$ cat src/rtl/ctr3_pkg.sv
package ctr3_pkg;

  localparam int unsigned BYTE_W = 8;
  localparam int unsigned CNT_W  = 2 * BYTE_W;

  typedef enum logic [1:0] {
    ACC_SNAP = 2'b00,
    ACC_LO   = 2'b01,
    ACC_HI   = 2'b10,
    ACC_PAIR = 2'b11
  } acc_e;

  typedef struct packed {
    logic [1:0] chan;
    acc_e       acc;
    logic [2:0] mode;
    logic       bcd;
  } ctl_word_t;

  // Reload value produced by a final-byte write.
  function automatic logic [CNT_W-1:0] f_assemble(
    input logic [1:0] acc, input logic [BYTE_W-1:0] lo_held,
    input logic [BYTE_W-1:0] d);
    case (acc)
      ACC_LO:  return {{BYTE_W{1'b0}}, d};
      ACC_HI:  return {d, {BYTE_W{1'b0}}};
      default: return {d, lo_held};
    endcase
  endfunction

  // Byte presented on a data-port read.
  function automatic logic [BYTE_W-1:0] f_pick(
    input logic [CNT_W-1:0] v, input logic [1:0] acc, input logic hi_ptr);
    case (acc)
      ACC_LO:  return v[BYTE_W-1:0];
      ACC_HI:  return v[CNT_W-1:BYTE_W];
      default: return hi_ptr ? v[CNT_W-1:BYTE_W] : v[BYTE_W-1:0];
    endcase
  endfunction

  // True when this access completes the transfer for the access mode.
  function automatic logic f_is_last(input logic [1:0] acc, input logic ptr);
    return (acc != ACC_PAIR) || ptr;
  endfunction

  // Count after one tick.
  function automatic logic [CNT_W-1:0] f_step(
    input logic [CNT_W-1:0] cnt, input logic [CNT_W-1:0] rld);
    return (cnt == CNT_W'(1)) ? rld : cnt - CNT_W'(1);
  endfunction

endpackage

$ cat src/rtl/ctr3_bus_decode.sv
module ctr3_bus_decode
  import ctr3_pkg::*;
#(
  parameter int NUM_CH = 3,
  parameter int AW     = 2
) (
  input  logic                cs_i,
  input  logic                wr_i,
  input  logic                rd_i,
  input  logic [AW-1:0]       addr_i,
  input  logic [BYTE_W-1:0]   wdata_i,
  output logic [NUM_CH-1:0]   ctl_hit_o,
  output logic [NUM_CH-1:0]   data_wr_o,
  output logic [NUM_CH-1:0]   data_rd_o,
  output logic [1:0]          cw_acc_o,
  output logic [2:0]          cw_mode_o,
  output logic                cw_bcd_o
);
  localparam int CTL_ADDR = NUM_CH;

  ctl_word_t cw;
  logic      ctl_wr;

  always_comb begin
    cw        = ctl_word_t'(wdata_i);
    cw_acc_o  = cw.acc;
    cw_mode_o = cw.mode;
    cw_bcd_o  = cw.bcd;
    ctl_wr    = cs_i && wr_i && (addr_i == AW'(CTL_ADDR));
    for (int c = 0; c < NUM_CH; c++) begin
      ctl_hit_o[c] = ctl_wr && (cw.chan == 2'(c));
      data_wr_o[c] = cs_i && wr_i && (addr_i == AW'(c));
      data_rd_o[c] = cs_i && rd_i && (addr_i == AW'(c));
    end
  end

endmodule

$ cat src/rtl/ctr3_byte_seq.sv
module ctr3_byte_seq
  import ctr3_pkg::*;
(
  input  logic               clk_i,
  input  logic               rst_ni,
  input  logic               ctl_hit_i,
  input  logic [1:0]         cw_acc_i,
  input  logic [2:0]         cw_mode_i,
  input  logic               cw_bcd_i,
  input  logic               data_wr_i,
  input  logic               data_rd_i,
  input  logic [BYTE_W-1:0]  wdata_i,
  input  logic [CNT_W-1:0]   live_i,
  output logic               load_o,
  output logic [CNT_W-1:0]   load_val_o,
  output logic [BYTE_W-1:0]  rd_byte_o,
  output logic [1:0]         acc_o,
  output logic [2:0]         mode_o,
  output logic               bcd_o,
  output logic               wr_hi_o,
  output logic               lpend_o,
  output logic [CNT_W-1:0]   lval_o
);
  logic [1:0]        acc_q;
  logic [2:0]        mode_q;
  logic              bcd_q;
  logic              wr_hi_q, rd_hi_q;
  logic [BYTE_W-1:0] lo_q;
  logic              lpend_q;
  logic [CNT_W-1:0]  lval_q;

  logic              set_mode, snap_req, rd_done;
  logic [CNT_W-1:0]  rd_src;

  always_comb begin
    set_mode   = ctl_hit_i && (cw_acc_i != ACC_SNAP);
    snap_req   = ctl_hit_i && (cw_acc_i == ACC_SNAP);
    load_o     = data_wr_i && f_is_last(acc_q, wr_hi_q);
    load_val_o = f_assemble(acc_q, lo_q, wdata_i);
    rd_src     = lpend_q ? lval_q : live_i;
    rd_byte_o  = f_pick(rd_src, acc_q, rd_hi_q);
    rd_done    = data_rd_i && f_is_last(acc_q, rd_hi_q);
  end

  always_ff @(posedge clk_i or negedge rst_ni) begin
    if (!rst_ni) begin
      acc_q   <= ACC_PAIR;
      mode_q  <= '0;
      bcd_q   <= 1'b0;
      wr_hi_q <= 1'b0;
      rd_hi_q <= 1'b0;
      lo_q    <= '0;
      lpend_q <= 1'b0;
      lval_q  <= '0;
    end else if (set_mode) begin
      acc_q   <= cw_acc_i;
      mode_q  <= cw_mode_i;
      bcd_q   <= cw_bcd_i;
      wr_hi_q <= 1'b0;
      rd_hi_q <= 1'b0;
      lpend_q <= 1'b0;
    end else if (snap_req) begin
      if (!lpend_q) begin
        lval_q  <= live_i;
        lpend_q <= 1'b1;
        rd_hi_q <= 1'b0;
      end
    end else begin
      if (data_wr_i && (acc_q == ACC_PAIR)) begin
        if (!wr_hi_q) lo_q <= wdata_i;
        wr_hi_q <= !wr_hi_q;
      end
      if (data_rd_i && (acc_q == ACC_PAIR)) rd_hi_q <= !rd_hi_q;
      if (rd_done) lpend_q <= 1'b0;
    end
  end

  assign acc_o   = acc_q;
  assign mode_o  = mode_q;
  assign bcd_o   = bcd_q;
  assign wr_hi_o = wr_hi_q;
  assign lpend_o = lpend_q;
  assign lval_o  = lval_q;

endmodule

$ cat src/rtl/ctr3_down_cnt.sv
module ctr3_down_cnt
  import ctr3_pkg::*;
(
  input  logic             clk_i,
  input  logic             rst_ni,
  input  logic             load_i,
  input  logic [CNT_W-1:0] load_val_i,
  input  logic             tick_i,
  output logic [CNT_W-1:0] count_o,
  output logic [CNT_W-1:0] reload_o,
  output logic             tc_o
);
  logic [CNT_W-1:0] cnt_q, rld_q;
  logic             tc_q;
  logic             expiring;

  assign expiring = tick_i && (cnt_q == CNT_W'(1));

  always_ff @(posedge clk_i or negedge rst_ni) begin
    if (!rst_ni) begin
      cnt_q <= '0;
      rld_q <= '0;
      tc_q  <= 1'b0;
    end else if (load_i) begin
      rld_q <= load_val_i;
      cnt_q <= load_val_i;
      tc_q  <= 1'b0;
    end else if (tick_i) begin
      cnt_q <= f_step(cnt_q, rld_q);
      tc_q  <= expiring;
    end else begin
      tc_q  <= 1'b0;
    end
  end

  assign count_o  = cnt_q;
  assign reload_o = rld_q;
  assign tc_o     = tc_q;

endmodule

$ cat src/rtl/ctr3_host_if.sv
module ctr3_host_if
  import ctr3_pkg::*;
#(
  parameter int NUM_CH = 3,
  localparam int AW    = $clog2(NUM_CH + 1)
) (
  input  logic              clk_i,
  input  logic              rst_ni,
  input  logic              bus_cs_i,
  input  logic              bus_wr_i,
  input  logic              bus_rd_i,
  input  logic [AW-1:0]     bus_addr_i,
  input  logic [BYTE_W-1:0] bus_wdata_i,
  output logic [BYTE_W-1:0] bus_rdata_o,
  input  logic [NUM_CH-1:0] cnt_tick_i,
  output logic [NUM_CH-1:0] tc_pulse_o
);
  localparam int CTL_ADDR = NUM_CH;

  logic [NUM_CH-1:0]             ctl_hit, data_wr, data_rd;
  logic [1:0]                    cw_acc;
  logic [2:0]                    cw_mode;
  logic                          cw_bcd;

  logic [NUM_CH-1:0][CNT_W-1:0]  ch_count, ch_reload, ch_lval, ch_load_val;
  logic [NUM_CH-1:0][BYTE_W-1:0] ch_rbyte;
  logic [NUM_CH-1:0][1:0]        ch_acc;
  logic [NUM_CH-1:0][2:0]        ch_mode;
  logic [NUM_CH-1:0]             ch_bcd, ch_load, ch_lpend, ch_wr_hi;
  logic [1:0]                    last_sel_q;

  ctr3_bus_decode #(.NUM_CH(NUM_CH), .AW(AW)) dec_i (
    .cs_i      (bus_cs_i),
    .wr_i      (bus_wr_i),
    .rd_i      (bus_rd_i),
    .addr_i    (bus_addr_i),
    .wdata_i   (bus_wdata_i),
    .ctl_hit_o (ctl_hit),
    .data_wr_o (data_wr),
    .data_rd_o (data_rd),
    .cw_acc_o  (cw_acc),
    .cw_mode_o (cw_mode),
    .cw_bcd_o  (cw_bcd)
  );

  for (genvar c = 0; c < NUM_CH; c++) begin : g_ch
    ctr3_byte_seq seq_i (
      .clk_i      (clk_i),
      .rst_ni     (rst_ni),
      .ctl_hit_i  (ctl_hit[c]),
      .cw_acc_i   (cw_acc),
      .cw_mode_i  (cw_mode),
      .cw_bcd_i   (cw_bcd),
      .data_wr_i  (data_wr[c]),
      .data_rd_i  (data_rd[c]),
      .wdata_i    (bus_wdata_i),
      .live_i     (ch_count[c]),
      .load_o     (ch_load[c]),
      .load_val_o (ch_load_val[c]),
      .rd_byte_o  (ch_rbyte[c]),
      .acc_o      (ch_acc[c]),
      .mode_o     (ch_mode[c]),
      .bcd_o      (ch_bcd[c]),
      .wr_hi_o    (ch_wr_hi[c]),
      .lpend_o    (ch_lpend[c]),
      .lval_o     (ch_lval[c])
    );

    ctr3_down_cnt cnt_i (
      .clk_i      (clk_i),
      .rst_ni     (rst_ni),
      .load_i     (ch_load[c]),
      .load_val_i (ch_load_val[c]),
      .tick_i     (cnt_tick_i[c]),
      .count_o    (ch_count[c]),
      .reload_o   (ch_reload[c]),
      .tc_o       (tc_pulse_o[c])
    );
  end

  // Counter last named by an accepted control word.
  always_ff @(posedge clk_i or negedge rst_ni) begin
    if (!rst_ni) begin
      last_sel_q <= '0;
    end else begin
      for (int c = 0; c < NUM_CH; c++) begin
        if (ctl_hit[c]) last_sel_q <= 2'(c);
      end
    end
  end

  always_comb begin
    bus_rdata_o = '0;
    for (int c = 0; c < NUM_CH; c++) begin
      if (bus_addr_i == AW'(c)) bus_rdata_o = ch_rbyte[c];
    end
    if (bus_addr_i == AW'(CTL_ADDR)) begin
      for (int c = 0; c < NUM_CH; c++) begin
        if (last_sel_q == 2'(c))
          bus_rdata_o = {last_sel_q, ch_acc[c], ch_mode[c], ch_bcd[c]};
      end
    end
  end

endmodule

$ cat config.mk
export PLATFORM = sky130hd
export DESIGN_NAME = ctr3_host_if
export DESIGN_NICKNAME = d
export VERILOG_FILES = /design/src/rtl/ctr3_pkg.sv /design/src/rtl/ctr3_bus_decode.sv /design/src/rtl/ctr3_byte_seq.sv /design/src/rtl/ctr3_down_cnt.sv /design/src/rtl/ctr3_host_if.sv
export SDC_FILE = /design/constraint.sdc
export NUM_CORES = 1
export LEC_CHECK = 0
export BUFFER_PORTS_ARGS = -buffer_cell sky130_fd_sc_hd__buf_2
export CAP_MARGIN = 10
export CORE_ASPECT_RATIO = 0.5
export CORE_MARGIN = 8
export CORE_UTILIZATION = 45
export CTS_BUF_LIST = sky130_fd_sc_hd__clkbuf_8 sky130_fd_sc_hd__clkbuf_16
export CTS_CLUSTER_DIAMETER = 100
export DETAILED_ROUTE_END_ITERATION = 10
export PLACE_DENSITY = 0.65
export SLEW_MARGIN = 20
export SYNTH_ARGS = -nofsm -noshare
export SYNTH_HDL_FRONTEND = slang
export SYNTH_SLANG_ARGS = --single-unit
$ cat constraint.sdc
create_clock -name clk_i -period 3.4 [get_ports clk_i]
set_input_delay 0.51 -clock clk_i [delete_from_list [all_inputs] [get_ports clk_i]]
set_output_delay 0.51 -clock clk_i [all_outputs]
set_load 0.01 [all_outputs]
==> flow_summary.json <==
{
  "status": "finished clean",
  "ys_warn_count": 0,
  "cts_tree": "done",
  "peakVddDrop_mv": 0.379,
  "vias": 8810,
  "critPathLaunch": "g_ch[2].seq_i.acc_o[0]",
  "port_buffers": 28,
  "ys_seq_area_frac": 0.456,
  "rsz0062_at_grt": "false",
  "netlist_top_cells_area": "dfrtp_1 44%, mux2_2 8.4%, mux2i_1 5.5%",
  "clock-sinks": 200,
  "p_sw_frac": 0.365,
  "skew_ns": 0.00795,
  "intPower_mw": 5.19,
  "cp.depth": 6,
  "r2r_cells": 5,
  "tns_ns": 0,
  "routed_wl_um": 29900,
  "worst-path-max-fanout": 8,
  "final_nets": 1138,
  "crit_family": "multiplexers",
  "drtAntennaViolNets": 0,
  "cts.clk_slew.worst_paths_ns": 0.07,
  "synth_edf_count": 0,
  "power.share.combinational": 0.292,
  "fillers": 2141,
  "fin_util": 0.505,
  "r2r_end": "g_ch[1].cnt_i.count_o[1]",
  "worst_pin_slew_ns": 0.853,
  "start_util": 0.458,
  "cp-start-kind": "flop",
  "synth_nets": 1141,
  "n_antenna_cell": 0,
  "grt_pass1_wl_um": 48100,
  "max_freq_mhz": 308,
  "setup_viol": 0,
  "drv_slew": 0,
  "htree_levels": 4,
  "mappedNetlistArea_sq_um": 11000,
  "power.share.clock": 0.266,
  "routabilityCongestion": 0.924,
  "dp_hpwl_um": 20900,
  "endpoint": "bus_rdata_o[4]",
  "grt_pass1_vias": 8532,
  "arrival_ns": 2.74,
  "cp-end-kind": "output port",
  "io_pins": 29,
  "holdCritPathClass": "input port to flop",
  "area_delta_synth_final_pct": 10.2,
  "r2r-start": "g_ch[1].cnt_i.count_o[11]",
  "critical_path_class": "flop to output port",
  "p_seq_frac": 0.442,
  "remaining_drc_errors": 0,
  "finalCriticalPeriod_ns": 3.25,
  "layout.area.seq_sq_um": 5010,
  "synth_top_area_frac": 0.442,
  "synth_cell_type_count": 72,
  "cts_root_buf": "clkbuf_16",
  "path_cells": "inv_1, ha_1, mux2i_2, o22ai_1, mux4_2, buf_2",
  "drive_above_1_share": 0.196,
  "synthCells": 1108,
  "die_w_um": 237,
  "rows": 40,
  "ys_ff_latch": 200,
  "cp_slowest_cell": "dfstp_2",
  "post-cts-setup-buffer-count": 0,
  "clk_latency_ns": 0.44,
  "antenna_found_initial": 0,
  "cp.required_ns": 2.89,
  "synth_flop_cell": "dfrtp_1",
  "vias_per_cell": 6.15,
  "wire_per_inst_um": 20.8,
  "grt.total_usage": 0.199,
  "die_area_sq_um": 30000,
  "drt_first_pass_iters": 5,
  "cts_buffer_depth": 2,
  "hold_violations": 0,
  "grt_max_degree": 84,
  "dieHeight_um": 126,
  "p_per_area_nw_per_um2": 675,
  "drv_cap": 0,
  "drt-initial-drc-count": 1073,
  "final.period_utilization": 0.954,
  "synth_top_area_cell": "dfrtp_1",
  "power_mw": 8.16,
  "leakage_nw": 5.21,
  "p_sw_mw": 2.98,
  "cp.buffers_inverters": 2,
  "syn_avg_cell_area_sq_um": 9.92,
  "cpPeakStageDelay_ns": 0.56,
  "relSlewSlack": 0.429,
  "core_sq_um": 24000,
  "ys_async_sr_fraction": 1.00,
  "cts_made_buffers": 17,
  "ff2ff_setup_slack_ns": 0.72,
  "grt_overflow": 0,
  "multi_input_area_sq_um": 5540
}
[stage by stage]
step	hold slack (ns)	worst slack (ns)	area [sq um]	std cells
floorplan	0.214	0.767	11000	1108
global placement	0.442	0.572	11500	1400
detailed placement	0.442	0.481	11500	1400
CTS	0.443	0.0514	12100	1433
global route	0.475	0.0679	12100	1433
finish	0.463	0.155	12100	1433
[how the worst min path moves through the flow]
stage                                            to  cells after the start     start
after floorplan            g_ch[0].cnt_i.count_o[0]                      0    rst_ni
after global placement    g_ch[2].cnt_i.reload_o[4]                      1    rst_ni
after detailed placement  g_ch[2].cnt_i.reload_o[4]                      1    rst_ni
after CTS                     g_ch[0].seq_i.rd_hi_q                      3  bus_cs_i
after global routing          g_ch[0].seq_i.rd_hi_q                      3  bus_rd_i
final                         g_ch[0].seq_i.rd_hi_q                      3  bus_cs_i
[layout by cell type, fill, tap and decap left out, drive strengths merged, types with 22 or more instances in the layout]
cell	Yosys	routed
a21oi	44	44
o21ai	74	74
buf	16	61
nor2	86	86
a22o	23	23
inv	29	35
mux2	82	82
nand2	113	113
mux2i	60	60
nor3	22	22
o22ai	27	27
dfrtp	194	194
[logic make-up after synthesis]
logic type | share of synthesized area
and+or+nand+nor | 0.148
xor gates and xnor gates | 0.00319
muxes | 0.153
adders and majority gates | 0.0171
buffers and inverters | 0.0424
AOI/OAI and AO/OA | 0.180
DFF | 0.456
[final cells by class]
class,count,area share
Clock inverter,14,0.0153
Inverter,29,0.00899
Tap cell,315,0.0326
Clock buffer,18,0.0363
Timing Repair Buffer,63,0.0352
Multi-Input combinational cell,794,0.458
Sequential cell,200,0.414
[state kept, by name (all words and copies together), names as in the netlist]
name / count
g_ch.cnt_i.count_o: 48
g_ch.seq_i.bcd_o: 3
last_sel_q: 2
g_ch.cnt_i.tc_o: 3
g_ch.cnt_i.reload_o: 48
g_ch.seq_i.rd_hi_q: 3
g_ch.seq_i.mode_o: 9
g_ch.seq_i.lval_o: 48
g_ch.seq_i.lpend_o: 3
g_ch.seq_i.wr_hi_o: 3
g_ch.seq_i.lo_q: 24
g_ch.seq_i.acc_o: 6
[power groups by stage]
stage	Clock (mW)	Combinational, mW	Sequential (mW)
after floorplan	0	1.84	3.29
after global placement	0	2.29	3.59
after detailed placement	0	2.34	3.62
after CTS	2.20	2.36	3.58
after global routing	2.30	2.63	3.69
final	2.17	2.39	3.61
[timing repair]
| item | in CTS | in global routing |
|---|---|---|
| setup endpoints to repair | 1 | 6 |
| cloned | 0 | 0 |
| hold endpoints to repair | 27 | 0 |
| resized for setup | 1 | 4 |
| hold buffers | 1 | 0 |
[worst reg2reg max path, cell delays in order, from the launching register on]
cell and delay (ns):
dfrtp_1 0.52, or4_4 0.55, or4_4 0.54, or3b_4 0.49, a21o_2 0.24, a221oi_1 0.24
[synthesized netlist by cell type, drive strengths merged, types with 8 or more instances]
cell type,instances
dfrtp,194
a22o,23
a21oi,44
nand4,8
o221ai,9
a21o,8
nor3,22
o211ai,18
nand3,18
buf,16
inv,29
o21a,8
mux2i,60
nor4,11
a211oi,13
nor2,86
o22ai,27
nor2b,8
mux2,82
clkbuf,69
o21ai,74
or4,10
a22oi,16
ha,15
nand2,113
[per-layer routing]
layer | part of all wire | track usage | vias to the layer above | wire (um)
li1 | - | - | 4067 | -
met1 | 0.46 | 0.278 | 4428 | 13800
met2 | 0.45 | 0.300 | 266 | 13300
met3 | 0.066 | 0.0441 | 49 | 1970
met4 | 0.027 | 0.0767 | 0 | 803
met5 | 0 | 0 | - | 0
No activity file was read; power rests on OpenSTA's default activity.
